[src/rtl/lfsr_fill_pkg.sv]
package lfsr_fill_pkg;
    localparam int          LFSR_W         = 8;
    localparam int          ADDR_W         = 8;
    localparam int          STEPS_PER_BYTE = 8;
    // taps on bits 7,5,4,3 : x^8 + x^6 + x^5 + x^4 + 1
    localparam logic [LFSR_W-1:0] TAP_MASK = 8'hB8;
    localparam logic [LFSR_W-1:0] SEED     = 8'h01;

    typedef struct packed {
        logic              run;
        logic [ADDR_W-1:0] addr;
        logic              we;
        logic              done;
    } seq_state_t;
endpackage

[src/rtl/lfsr_core.sv]
module lfsr_core #(
    parameter int              W     = 8,
    parameter logic [W-1:0]    TAPS  = 8'hB8,
    parameter logic [W-1:0]    SEED  = 8'h01
) (
    input  logic         clk,
    input  logic         rst_n,
    input  logic         load,
    input  logic         step,
    output logic [W-1:0] state
);
    typedef struct packed {
        logic [W-1:0] sh;
    } core_t;

    core_t st_d, st_q;
    logic  fb;

    always_comb begin
        st_d = st_q;
        fb   = ^(st_q.sh & TAPS);
        if (load) begin
            st_d.sh = SEED;
        end else if (step) begin
            st_d.sh = {st_q.sh[W-2:0], fb};
        end
    end

    always_ff @(posedge clk or negedge rst_n) begin
        if (!rst_n) st_q <= '{sh: SEED};
        else        st_q <= st_d;
    end

    assign state = st_q.sh;

    // all-zero lock-up state is never reached
    assert_nonzero_R2: assert property (@(posedge clk) disable iff (!rst_n)
        st_q.sh != '0);
    // a step moves the low bits up by one place
    assert_shift_R2: assert property (@(posedge clk) disable iff (!rst_n)
        step && !load |=> st_q.sh[W-1:1] == $past(st_q.sh[W-2:0]));
    // the register holds when not stepped
    assert_hold_R10: assert property (@(posedge clk) disable iff (!rst_n)
        !step && !load |=> $stable(st_q.sh));
    // reload yields the seed
    assert_seed_R8: assert property (@(posedge clk) disable iff (!rst_n)
        load |=> st_q.sh == SEED);
endmodule

[src/rtl/step_counter.sv]
module step_counter #(
    parameter int STEPS = 8
) (
    input  logic clk,
    input  logic rst_n,
    input  logic clear,
    input  logic en,
    output logic wrap
);
    localparam int CW = (STEPS > 1) ? $clog2(STEPS) : 1;
    localparam logic [CW-1:0] LAST = CW'(STEPS - 1);

    typedef struct packed {
        logic [CW-1:0] cnt;
    } cnt_t;

    cnt_t c_d, c_q;

    always_comb begin
        c_d  = c_q;
        wrap = en && !clear && (c_q.cnt == LAST);
        if (clear) begin
            c_d.cnt = '0;
        end else if (en) begin
            c_d.cnt = (c_q.cnt == LAST) ? '0 : c_q.cnt + 1'b1;
        end
    end

    always_ff @(posedge clk or negedge rst_n) begin
        if (!rst_n) c_q <= '0;
        else        c_q <= c_d;
    end

    // after a wrap the count starts again from zero
    assert_restart_R3: assert property (@(posedge clk) disable iff (!rst_n)
        wrap |=> c_q.cnt == '0);
    // no wrap is skipped or early: counting proceeds by one
    assert_count_R3: assert property (@(posedge clk) disable iff (!rst_n)
        en && !clear && !wrap |=> c_q.cnt == $past(c_q.cnt) + 1'b1);
endmodule

[src/rtl/fill_seq.sv]
module fill_seq
    import lfsr_fill_pkg::*;
(
    input  logic              clk,
    input  logic              rst_n,
    input  logic              start,
    input  logic              soft_rst,
    input  logic              wrap,
    output logic              step_en,
    output logic              cnt_clear,
    output logic [ADDR_W-1:0] addr,
    output logic              we,
    output logic              done
);
    seq_state_t s_d, s_q;
    logic       accept;
    logic       last_addr;

    always_comb begin
        s_d       = s_q;
        s_d.we    = 1'b0;
        s_d.done  = 1'b0;
        last_addr = (s_q.addr == '1);
        accept    = start && !s_q.run && !s_q.we;

        if (s_q.we) begin
            s_d.addr = s_q.addr + 1'b1;
            if (last_addr) s_d.done = 1'b1;
        end
        if (s_q.run && wrap) begin
            s_d.we = 1'b1;
            if (last_addr) s_d.run = 1'b0;
        end
        if (accept) begin
            s_d.run  = 1'b1;
            s_d.addr = '0;
        end
        if (soft_rst) begin
            s_d = '0;
        end

        step_en   = s_q.run && !soft_rst;
        cnt_clear = accept || soft_rst;
    end

    always_ff @(posedge clk or negedge rst_n) begin
        if (!rst_n) s_q <= '0;
        else        s_q <= s_d;
    end

    assign addr = s_q.addr;
    assign we   = s_q.we;
    assign done = s_q.done;

    // enable lasts one cycle
    assert_we_pulse_R5: assert property (@(posedge clk) disable iff (!rst_n)
        s_q.we |=> !s_q.we);
    // address advances by one after each write
    assert_addr_next_R5: assert property (@(posedge clk) disable iff (!rst_n)
        s_q.we && !soft_rst |=> s_q.addr == $past(s_q.addr) + 1'b1);
    // done only right after the write to the last location
    assert_done_after_last_R6: assert property (@(posedge clk) disable iff (!rst_n)
        s_q.done |-> $past(s_q.we) && ($past(s_q.addr) == '1));
    // no write in the done cycle
    assert_done_quiet_R6: assert property (@(posedge clk) disable iff (!rst_n)
        s_q.done |-> !s_q.we && !s_q.run);
    // a running fill keeps running until its last write
    assert_keep_running_R7: assert property (@(posedge clk) disable iff (!rst_n)
        s_q.run && !soft_rst && !(wrap && last_addr) |=> s_q.run);
    // a request during a fill leaves the address alone
    assert_ignore_start_R7: assert property (@(posedge clk) disable iff (!rst_n)
        s_q.run && start && !s_q.we && !soft_rst |=> s_q.addr == $past(s_q.addr));
    // soft reset clears the write side
    assert_abort_R8: assert property (@(posedge clk) disable iff (!rst_n)
        soft_rst |=> !s_q.we && !s_q.done && !s_q.run && s_q.addr == '0);
endmodule

[src/rtl/lfsr_fill_top.sv]
module lfsr_fill_top
    import lfsr_fill_pkg::*;
(
    input  logic              clk,
    input  logic              rst_n,
    input  logic              soft_rst,
    input  logic              fill_start,
    output logic [ADDR_W-1:0] ram_addr,
    output logic [LFSR_W-1:0] ram_wdata,
    output logic              ram_we,
    output logic              fill_done
);
    logic step_en;
    logic cnt_clear;
    logic wrap;

    lfsr_core #(
        .W    (LFSR_W),
        .TAPS (TAP_MASK),
        .SEED (SEED)
    ) u_core (
        .clk   (clk),
        .rst_n (rst_n),
        .load  (soft_rst),
        .step  (step_en),
        .state (ram_wdata)
    );

    step_counter #(
        .STEPS (STEPS_PER_BYTE)
    ) u_cnt (
        .clk   (clk),
        .rst_n (rst_n),
        .clear (cnt_clear),
        .en    (step_en),
        .wrap  (wrap)
    );

    fill_seq u_seq (
        .clk       (clk),
        .rst_n     (rst_n),
        .start     (fill_start),
        .soft_rst  (soft_rst),
        .wrap      (wrap),
        .step_en   (step_en),
        .cnt_clear (cnt_clear),
        .addr      (ram_addr),
        .we        (ram_we),
        .done      (fill_done)
    );

    // data is stable while no fill is running
    assert_idle_data_R10: assert property (@(posedge clk) disable iff (!rst_n)
        !step_en && !soft_rst |=> $stable(ram_wdata));
endmodule

[config.mk]
export PLATFORM = sky130hd
export DESIGN_NAME = lfsr_fill_top
export DESIGN_NICKNAME = d
export VERILOG_FILES = /design/src/rtl/lfsr_fill_pkg.sv /design/src/rtl/lfsr_core.sv /design/src/rtl/step_counter.sv /design/src/rtl/fill_seq.sv /design/src/rtl/lfsr_fill_top.sv
export SDC_FILE = /design/constraint.sdc
export NUM_CORES = 1
export LEC_CHECK = 0
export BUFFER_PORTS_ARGS = -buffer_cell sky130_fd_sc_hd__buf_4
export CORE_MARGIN = 2
export CORE_UTILIZATION = 50
export CTS_BUF_LIST = sky130_fd_sc_hd__clkbuf_4 sky130_fd_sc_hd__clkbuf_8
export CTS_CLUSTER_DIAMETER = 80
export CTS_CLUSTER_SIZE = 10
export DETAILED_ROUTE_END_ITERATION = 10
export HOLD_SLACK_MARGIN = 0.15
export PLACE_DENSITY = 0.83
export SETUP_SLACK_MARGIN = 0.15
export SYNTH_ARGS = -nofsm -noshare
export SYNTH_HDL_FRONTEND = slang
export SYNTH_SLANG_ARGS = --single-unit
[constraint.sdc]
create_clock -name clk -period 1.6 [get_ports clk]
set_input_delay 0.24 -clock clk [delete_from_list [all_inputs] [get_ports clk]]
set_output_delay 0.24 -clock clk [all_outputs]
set_load 0.02 [all_outputs]
==> flow_metrics.tcl, run 1 <==
set metrics [dict create \
    floorplan.core_area_mm2 0.00198 \
    synth-seq-cells 22 \
    io-pin-count 22 \
    net_total_in_the_final_layout 125 \
    die_area_mm2 0.00251 \
    cp.required_ps 1850 \
    chipWidth_um 50.1 \
    grt_usage_pct 17.1 \
    timing.critical_path.arrival_ps 1600 \
    drive_above_1_share_pct 24.8 \
    finClkSkew_ps 2.85 \
    min-delay-start "soft_rst" \
    postSynthNetCount 109 \
    achievable-frequency_ghz 0.742 \
    yosysWarnings 0 \
    clockBufferDepth 2 \
    setup_viol 0 \
    timing.setup.tns_ps 0 \
    place.gp.congestion 0.801 \
    grt_first_pass_wirelength_um 3230 \
    tritoncts "yes" \
    clock_sink_count 22 \
    detail_route.vias_per_cell 5.30 \
    leakage_uw 0.000598 \
    drc 0 \
    detailedPlacementHpwl_um 1360 \
    timing.critical_path.from "u_seq.addr[0]" \
    fillers 162 \
    min-delay-path-class "in -> reg" \
    maxSlewHeadroom_pct 56.1 \
    initial_utilization_pct 53.7 \
    crit_fanout 4 \
    grt_overflow_total 0 \
    route.antenna.remaining_nets 0 \
    setup.worst_path.start_class "flop" \
    post-place-ws_ps 271 \
    drt_pass1_iterations 4 \
    multi_input_area_um2 432 \
    synth.cell_area_mm2 0.00106 \
    cts-htree-levels 1 \
    critical_path.endpoint_type "flop" \
    timing_max_transition_violations_final 0 \
    wire_per_inst_um 13.2 \
    layout_min_cycle_time_ps 1350 \
    status "completed" \
    seqCellArea_um2 552 \
    via_count 763 \
    antenna_found_initial 0 \
    synthToLayoutAreaGrowth_pct 17.6 \
    num_antenna_cells 0 \
    report.power.total_uw 1090 \
    numPortBuffers 21 \
    clock_latency_ps 320 \
    power_per_cell_area_mw_per_mm2 872 \
    layout_setup_ws_ps 252 \
    worst_setup_hold_path_clk_slew_ps 120 \
    synth_cell_types 26 \
    number_of_global_route_vias_before_repair 718 \
    max_slew.worst_pin.slew_ps 659 \
    hold-worst-slack_ps 173 \
    layout_worst_path_cycle_share_pct 84.2 \
    cap_viol_max_count 0 \
    syn_inst 102 \
    synthesis.area_per_instance_um2 10.4 \
    worstSetupPathType "reg -> reg" \
    synth.yosys.seq_area_share_pct 51.8 \
    post-cts-setup-buffer-count 0 \
    grt_max_degree 23 \
    root_buffer "sky130_fd_sc_hd__clkbuf_4" \
    timing.rr.start "u_seq.addr[0]" \
    tritoncts.num_buffers 3 \
    number_of_drc_violations_after_detailed_routing_iteration_0 10 \
    power.ir.vdd_worst_mv 0.701 \
    routed_wl_um 1900 \
    rows 16 \
    final-hold-violation-count 0 \
    die_h_um 50.1 \
    rsz0062_at_grt "false" \
]
critical path, stage by stage, from the launching register on:
cell	delay, ps
sky130_fd_sc_hd__dfrtp_1	450
sky130_fd_sc_hd__ha_1	250
sky130_fd_sc_hd__nand3_1	110
sky130_fd_sc_hd__or3_1	330
sky130_fd_sc_hd__a21oi_1	150
metal layers:
metal  routed length, µm  global-route usage (%)
met4                  12                    2.78
met5                   0                       0
met3                 105                    6.25
met2                 920                    27.2
met1                 860                    22.7
synthesized netlist by cell type:
cell                       instances  area (µm²)
sky130_fd_sc_hd__dfrtp_1          21         526
sky130_fd_sc_hd__nor2_1           13        48.8
sky130_fd_sc_hd__buf_4             9        67.6
sky130_fd_sc_hd__mux2i_1           8        80.1
sky130_fd_sc_hd__nand2_1           6        22.5
sky130_fd_sc_hd__a21oi_1           5        25.0
sky130_fd_sc_hd__nand3_1           5        25.0
sky130_fd_sc_hd__xnor2_1           4        35.0
sky130_fd_sc_hd__ha_1              3        37.5
sky130_fd_sc_hd__o21ai_0           3        15.0
sky130_fd_sc_hd__or3_1             3        18.8
sky130_fd_sc_hd__xor2_1            3        26.3
sky130_fd_sc_hd__a31oi_1           2        12.5
sky130_fd_sc_hd__buf_2             2        10.0
sky130_fd_sc_hd__inv_1             2        7.51
sky130_fd_sc_hd__nand4_1           2        12.5
sky130_fd_sc_hd__nor3_1            2        10.0
sky130_fd_sc_hd__a211oi_1          1        7.51
sky130_fd_sc_hd__and3_1            1        6.26
sky130_fd_sc_hd__clkbuf_1          1        3.75
sky130_fd_sc_hd__dfstp_2           1        26.3
sky130_fd_sc_hd__nand2b_1          1        6.26
sky130_fd_sc_hd__nand4_2           1        12.5
sky130_fd_sc_hd__nor3b_1           1        7.51
sky130_fd_sc_hd__nor4_1            1        6.26
sky130_fd_sc_hd__o21ai_2           1        8.76
path summary, 6_finish.rpt:
kind | endpoint | slack, ps | depth (start not counted)
max | u_seq.addr[6] | 250 | 4
min | u_cnt.c_q[2] | 170 | 2
max reg2reg | u_seq.addr[6] | 250 | 4
min reg2reg | u_cnt.c_q[2] | 580 | 2
max in group asynchronous | u_core.state[0] | 1000 | 2
min in group asynchronous | u_seq.addr[7] | 330 | 2
sequential cells by signal, indices dropped and copies added (netlist names):
name,cells
u_cnt.c_q,3
u_core.state,8
u_seq.addr,8
u_seq.done,1
u_seq.s_q,1
u_seq.we,1
power by group:
group	total, µW	leakage (µW)	switching [µW]	internal, µW
clock	432	0.0000279	178	254
combinational	74.3	0.000269	43.9	30.5
sequential	586	0.000301	17.8	568
total	1090	0.000598	240	852
per-stage QoR:
stage	instance area (µm²)	util, %	instances
after CTS	1240	62.8	144
final	1250	63.2	144
after global placement	1180	59.7	139
after global routing	1250	63.2	144
after floorplan	1060	-	102
after detailed placement	1180	59.7	139
what timing repair did:
| action | CTS | global route |
|---|---|---|
| setup endpoints to repair | 0 | 1 |
| hold endpoints to repair | 22 | 0 |
| resized for setup | 0 | 1 |
| hold buffers | 1 | 0 |
kinds of logic (layout without fill, tap and decap cells):
family / count (synthesis) / after routing / synth area share [%]
buffers and inverters: 14 / 29 / 8.34
muxes: 8 / 8 / 7.52
DFF: 22 / 22 / 51.8
and+or+nand+nor: 36 / 36 / 16.6
adders and majority gates: 3 / 3 / 3.53
xor gates and xnor gates: 7 / 7 / 5.76
AOI/OAI and AO/OA: 12 / 12 / 6.46
area by class of cell:
class,instances,area share [%]
Clock buffer,3,1.80
Clock inverter,1,2.40
Inverter,2,0.599
Multi-Input combinational cell,66,34.5
Sequential cell,22,44.1
Tap cell,27,2.70
Timing Repair Buffer,23,14.0
layout by cell type (no fill, tap or decap), types with 2 or more instances in the layout:
cell                        n
sky130_fd_sc_hd__buf_4     22
sky130_fd_sc_hd__dfrtp_1   21
sky130_fd_sc_hd__nor2_1    13
sky130_fd_sc_hd__mux2i_1    8
sky130_fd_sc_hd__nand2_1    6
sky130_fd_sc_hd__nand3_1    5
sky130_fd_sc_hd__a21oi_1    5
sky130_fd_sc_hd__xnor2_1    4
sky130_fd_sc_hd__xor2_1     3
sky130_fd_sc_hd__o21ai_0    3
sky130_fd_sc_hd__or3_1      3
sky130_fd_sc_hd__ha_1       3
sky130_fd_sc_hd__clkbuf_4   3
sky130_fd_sc_hd__inv_1      2
sky130_fd_sc_hd__nand4_1    2
sky130_fd_sc_hd__nor3_1     2
sky130_fd_sc_hd__a31oi_1    2
Note: power is estimated with default switching activity, not from simulation.
==> run 2, diff against run 1 <==
==> constraint.sdc (replaced) <==
create_clock -name clk -period 1.4 [get_ports clk]
set_input_delay 0.21 -clock clk [delete_from_list [all_inputs] [get_ports clk]]
set_output_delay 0.21 -clock clk [all_outputs]
set_load 0.02 [all_outputs]
==> run 2 against run 1 <==
Utilization is 6.7 points higher. Largest power group unchanged. First-iteration DRC count is 10% lower. Sequential share of layout area is 3.9 points lower. Final cell count is 7.6% higher. Design area is 11% higher. Total power is 2.5% higher. Count of clock-buffer cells in the layout is 1 higher. Combinational power is 37% higher. Via count is 6.4% higher.
==> flow_metrics.tcl, run 2 (synthesis results as in run 1) <==
set metrics [dict create \
    root_buffer "sky130_fd_sc_hd__clkbuf_4" \
    timing.setup.tns_ps 0 \
    path_common_cell "sky130_fd_sc_hd__buf_4" \
    initial_utilization_pct 53.7 \
    net_total_in_the_final_layout 136 \
    r2r_slack_ps 180 \
    number_of_drc_violations_after_detailed_routing_iteration_0 9 \
    synthToLayoutAreaGrowth_pct 30.1 \
    worst_path_dominant_cell_family "simple AND/OR/NAND/NOR gates" \
    min-delay-path-class "in -> reg" \
    final_cell_mix "sky130_fd_sc_hd__buf_4 (28), sky130_fd_sc_hd__dfrtp_1 (17), sky130_fd_sc_hd__nor2_1 (13), sky130_fd_sc_hd__mux2i_1 (8), sky130_fd_sc_hd__nand2_1 (6)" \
    worstSetupPathType "reg -> reg" \
    cp.required_ps 1650 \
    grt_usage_pct 16.8 \
    cp_slowest_stage_delay_ps 380 \
    fillers 153 \
    worst_setup_hold_path_clk_slew_ps 120 \
    place.gp.congestion 0.731 \
    die_area_mm2 0.00251 \
    floorplan.core_area_mm2 0.00198 \
    maxSlewHeadroom_pct 81.5 \
    route.antenna.remaining_nets 0 \
    timing.rr.start "u_seq.addr[2]" \
    power_per_cell_area_mw_per_mm2 807 \
    num_antenna_cells 0 \
    power.ir.vdd_worst_mv 0.684 \
    clock_latency_ps 320 \
    finClkSkew_ps 10.6 \
    timing_max_transition_violations_final 0 \
    cap_viol_max_count 0 \
    cp.depth 5 \
    clock_sink_count 22 \
    layoutNonFillerInstCount 155 \
    antenna_found_initial 0 \
    achievable-frequency_ghz 0.818 \
    timing.critical_path.from "u_seq.addr[2]" \
    drive_above_1_share_pct 37.5 \
    timing.reg2reg.worst_path_depth 5 \
    fin_area_mm2 0.00139 \
    numPortBuffers 21 \
    number_of_global_route_vias_before_repair 729 \
    critical_path.n_buffers_inverters 2 \
    placed_insts 140 \
    status "completed" \
    drt_pass1_iterations 4 \
    io-pin-count 22 \
    post-route-util_pct 69.9 \
    clockBufferDepth 2 \
    wire_per_inst_um 12.4 \
    final-hold-violation-count 0 \
    critical_path.endpoint_type "flop" \
    layout_worst_path_cycle_share_pct 87.3 \
    mostFrequentLayoutCell "sky130_fd_sc_hd__buf_4" \
    seqCellArea_um2 557 \
    routed_wl_um 1930 \
    leakage_uw 0.000645 \
    timing.critical_path.to "u_seq.addr[6]" \
    cts-htree-levels 1 \
    die_h_um 50.1 \
    layout_min_cycle_time_ps 1220 \
    via_count 812 \
    max_slew.worst_pin.slew_ps 278 \
    grt_overflow_total 0 \
    timing.critical_path.slowest_stage_cell "sky130_fd_sc_hd__dfrtp_1" \
    drc 0 \
    detailedPlacementHpwl_um 1310 \
    rsz0062_at_grt "true" \
    chipWidth_um 50.1 \
    multi_input_area_um2 475 \
    setup_viol 0 \
    setup.worst_path.start_class "flop" \
    tritoncts "yes" \
    timing.critical_path.arrival_ps 1470 \
    cp_cell_sequence "buf_4, buf_4, nand3_1, or3_1, a21oi_1" \
    grt_first_pass_wirelength_um 3140 \
    endpoint_of_the_worst_slack_reg_to_reg_timing_path "u_seq.addr[6]" \
    detail_route.vias_per_cell 5.24 \
    crit_fanout 2 \
    grt_max_degree 23 \
    tritoncts.num_buffers 3 \
    placed_area_mm2 0.00120 \
    rows 16 \
]
==> run 2: cell count changes in the layout (fill, tap and decap cells not counted), moves of 2 or more <==
cell                      before  now
sky130_fd_sc_hd__dfrtp_2       0    4
sky130_fd_sc_hd__ha_1          3    0
sky130_fd_sc_hd__buf_4        22   28
sky130_fd_sc_hd__ha_4          0    2
sky130_fd_sc_hd__dfrtp_1      21   17
sky130_fd_sc_hd__buf_6         0    4
==> run 2: power by group <==
group	internal, µW	total (µW)	switching [µW]
logic	43.9	102	57.8
registers	649	663	13.7
clock network	159	354	195
==> run 2: metrics by stage <==
step / worst slack [ps] / power, µW / hold WS [ps]
2_1_floorplan: 175 / 725 / -85.6
3_3_place_gp: 186 / 764 / 113
3_5_place_dp: 113 / 767 / 111
4_1_cts: 138 / 1130 / 295
5_1_grt: 123 / 1170 / 251
6_report: 178 / 1120 / 259
==> run 2: per-layer routing <==
metal	global-route usage [%]	wire (µm)	vias up
li1	-	-	395
met1	19.6	826	399
met2	29.6	993	16
met3	5.36	98	2
met4	4.17	10	0
met5	0	0	-
==> run 2: how the worst min path moves through the flow <==
stage,from,cells after the start,to,slack (ps)
finish,fill_start,3,u_seq.s_q[10],260
global route,fill_start,3,u_seq.s_q[10],250
CTS,rst_n,2,u_core.state[1],290
detailed placement,rst_n,1,u_core.state[1],110
global placement,rst_n,1,u_core.state[1],110
floorplan,rst_n,0,u_cnt.c_q[0],-90
==> run 2: worst register-to-register path: stages, from the launching register on <==
cell                      delay, ps
sky130_fd_sc_hd__dfrtp_1        380
sky130_fd_sc_hd__buf_4          130
sky130_fd_sc_hd__buf_4          100
sky130_fd_sc_hd__nand3_1         80
sky130_fd_sc_hd__or3_1          310
sky130_fd_sc_hd__a21oi_1        140
==> run 2: final cells by class <==
cell class,instances,area share (%)
flip-flops and latches,22,40.2
multi-input cells,66,34.3
repair buffers,34,19.9
clock buffers,4,2.62
well taps,27,2.44
inverters,2,0.542
==> run 2: timing repair <==
action	CTS	global route
hold buffers	2	0
setup buffers	5	4
endpoints found under the setup margin	4	13
pin swaps	1	7
gates resized for setup	3	12
hold endpoints to repair	29	0
==> run 3, diff against run 2 <==
--- a/config.mk
+++ b/config.mk
@@ -9,11 +9,12 @@
 export CORE_MARGIN = 2
 export CORE_UTILIZATION = 50
 export CTS_BUF_LIST = sky130_fd_sc_hd__clkbuf_4 sky130_fd_sc_hd__clkbuf_8
-export CTS_CLUSTER_DIAMETER = 80
+export CTS_CLUSTER_DIAMETER = 40
 export CTS_CLUSTER_SIZE = 10
 export DETAILED_ROUTE_END_ITERATION = 10
 export HOLD_SLACK_MARGIN = 0.15
 export PLACE_DENSITY = 0.83
+export RECOVER_POWER = 25
 export SETUP_SLACK_MARGIN = 0.15
 export SYNTH_ARGS = -nofsm -noshare
 export SYNTH_HDL_FRONTEND = slang
==> run 3 against run 2 <==
Routed wire length increased by 0.26%. Utilization decreased by 0.13 points. Sequential power about the same. Die area unchanged. Clock power about the same. Setup slack about the same. Global-route usage unchanged. Flip-flop and latch count unchanged. Fmax about the same. Count of clock-buffer cells in the layout unchanged. Critical path type unchanged. Largest power group unchanged.
==> flow_metrics.tcl, run 3 (synthesis results as in run 1) <==
set metrics [dict create \
    power.ir.vdd_worst_mv 0.684 \
    detail_route.vias_per_cell 5.24 \
    path_common_cell "sky130_fd_sc_hd__buf_4" \
    placed_insts 140 \
    r2r_slack_ps 180 \
    worst_setup_hold_path_clk_slew_ps 120 \
    power_per_cell_area_mw_per_mm2 808 \
    critical_path.endpoint_type "flop" \
    place.gp.congestion 0.731 \
    clockBufferDepth 2 \
    worst_hold_end "u_seq.s_q[10]" \
    layoutNonFillerInstCount 155 \
    grt_usage_pct 16.8 \
    status "completed" \
    layout_worst_path_cycle_share_pct 87.3 \
    drc 0 \
    endpoint_of_the_worst_slack_reg_to_reg_timing_path "u_seq.addr[6]" \
    min-delay-start "fill_start" \
    final_cell_mix "sky130_fd_sc_hd__buf_4 (27), sky130_fd_sc_hd__dfrtp_1 (17), sky130_fd_sc_hd__nor2_1 (13), sky130_fd_sc_hd__mux2i_1 (8), sky130_fd_sc_hd__nand2_1 (6)" \
    tritoncts "yes" \
    cp.required_ps 1650 \
    min_delay_path_depth 3 \
    root_buffer "sky130_fd_sc_hd__clkbuf_4" \
    timing.rr.start "u_seq.addr[2]" \
    clock_sink_count 22 \
    rsz0062_at_grt "true" \
    critical_path.n_buffers_inverters 2 \
    worst_path_dominant_cell_family "simple AND/OR/NAND/NOR gates" \
    crit_fanout 2 \
    die_h_um 50.1 \
    timing.reg2reg.worst_path_depth 5 \
    setup.worst_path.start_class "flop" \
    initial_utilization_pct 53.7 \
    cap_viol_max_count 0 \
    timing_max_transition_violations_final 0 \
    route.antenna.remaining_nets 0 \
    via_count 812 \
    maxSlewHeadroom_pct 64.9 \
    setup_viol 0 \
    worstSetupPathType "reg -> reg" \
    mostFrequentLayoutCell "sky130_fd_sc_hd__buf_4" \
    layout_min_cycle_time_ps 1220 \
    cp_slowest_stage_delay_ps 380 \
    detailedPlacementHpwl_um 1310 \
    timing.critical_path.arrival_ps 1480 \
    number_of_global_route_vias_before_repair 729 \
    cp_cell_sequence "buf_4, buf_4, nand3_1, or3_1, a21oi_1" \
    floorplan.core_area_mm2 0.00198 \
    min-delay-path-class "in -> reg" \
    max_slew.worst_pin.slew_ps 527 \
    clock_latency_ps 320 \
    num_antenna_cells 0 \
    drt_pass1_iterations 4 \
    net_total_in_the_final_layout 136 \
    wire_per_inst_um 12.5 \
    routed_wl_um 1930 \
    antenna_found_initial 0 \
    timing.critical_path.slowest_stage_cell "sky130_fd_sc_hd__dfrtp_1" \
    grt_max_degree 23 \
    synthToLayoutAreaGrowth_pct 29.8 \
    timing.setup.tns_ps 0 \
    achievable-frequency_ghz 0.818 \
    drive_above_1_share_pct 37.5 \
    io-pin-count 22 \
    finClkSkew_ps 10.6 \
    rows 16 \
    tritoncts.num_buffers 3 \
    grt_first_pass_wirelength_um 3140 \
    final-hold-violation-count 0 \
    number_of_drc_violations_after_detailed_routing_iteration_0 9 \
    cts-htree-levels 1 \
    chipWidth_um 50.1 \
    leakage_uw 0.000645 \
    die_area_mm2 0.00251 \
    grt_overflow_total 0 \
    numPortBuffers 21 \
]
run 3: worst register-to-register path, cell delays in order, from the launching register on:
cell and delay (ps):
sky130_fd_sc_hd__dfrtp_1 380, sky130_fd_sc_hd__buf_4 130, sky130_fd_sc_hd__buf_4 100, sky130_fd_sc_hd__nand3_1 80, sky130_fd_sc_hd__or3_1 310, sky130_fd_sc_hd__a21oi_1 140
run 3: final cells by class:
type                            count  area (µm²)
Tap cell                           27        33.8
Timing Repair Buffer               34         273
Sequential cell                    22         557
Multi-Input combinational cell     66         475
Fill cell                         154         599
Inverter                            2        7.51
Clock buffer                        4        36.3
run 3: layer usage:
layer	part of all wire, %	GRT usage (%)
met1	43	19.6
met2	51	29.6
met3	5.1	5.36
met4	0.52	4.17
met5	0	0
run 3: worst max-delay path by stage:
stage,start,to,cells after the start
4_1_cts,u_seq.addr[0],u_seq.addr[7],4
2_1_floorplan,u_seq.we,u_seq.addr[0],4
5_1_grt,u_seq.addr[2],u_seq.addr[6],5
3_3_place_gp,u_seq.addr[0],u_seq.addr[6],4
3_5_place_dp,u_seq.addr[0],u_seq.addr[6],4
6_report,u_seq.addr[2],u_seq.addr[6],5
run 3: through the flow:
step	area [µm²]	power [µW]	hold WS, ps	setup slack, ps	utilization (%)
2_1_floorplan	1070	725	-85.6	175	-
3_3_place_gp	1200	764	113	186	60.5
3_5_place_dp	1200	767	111	113	60.5
4_1_cts	1300	1130	295	138	65.7
5_1_grt	1380	1170	251	123	69.8
6_report	1380	1120	259	178	69.8
run 3: power by group:
part,leakage [µW],internal [µW],switching (µW)
combinational,0.000330,43.0,57.8
sequential,0.000294,649,13.7
clock,0.0000210,159,195
run 3: repair_timing:
action,4_1_cts,5_1_grt
hold buffers,2,0
pin swaps,1,7
setup endpoints to repair,4,13
endpoints found under the hold margin,29,0
setup buffers,5,4
gates resized for setup,3,12
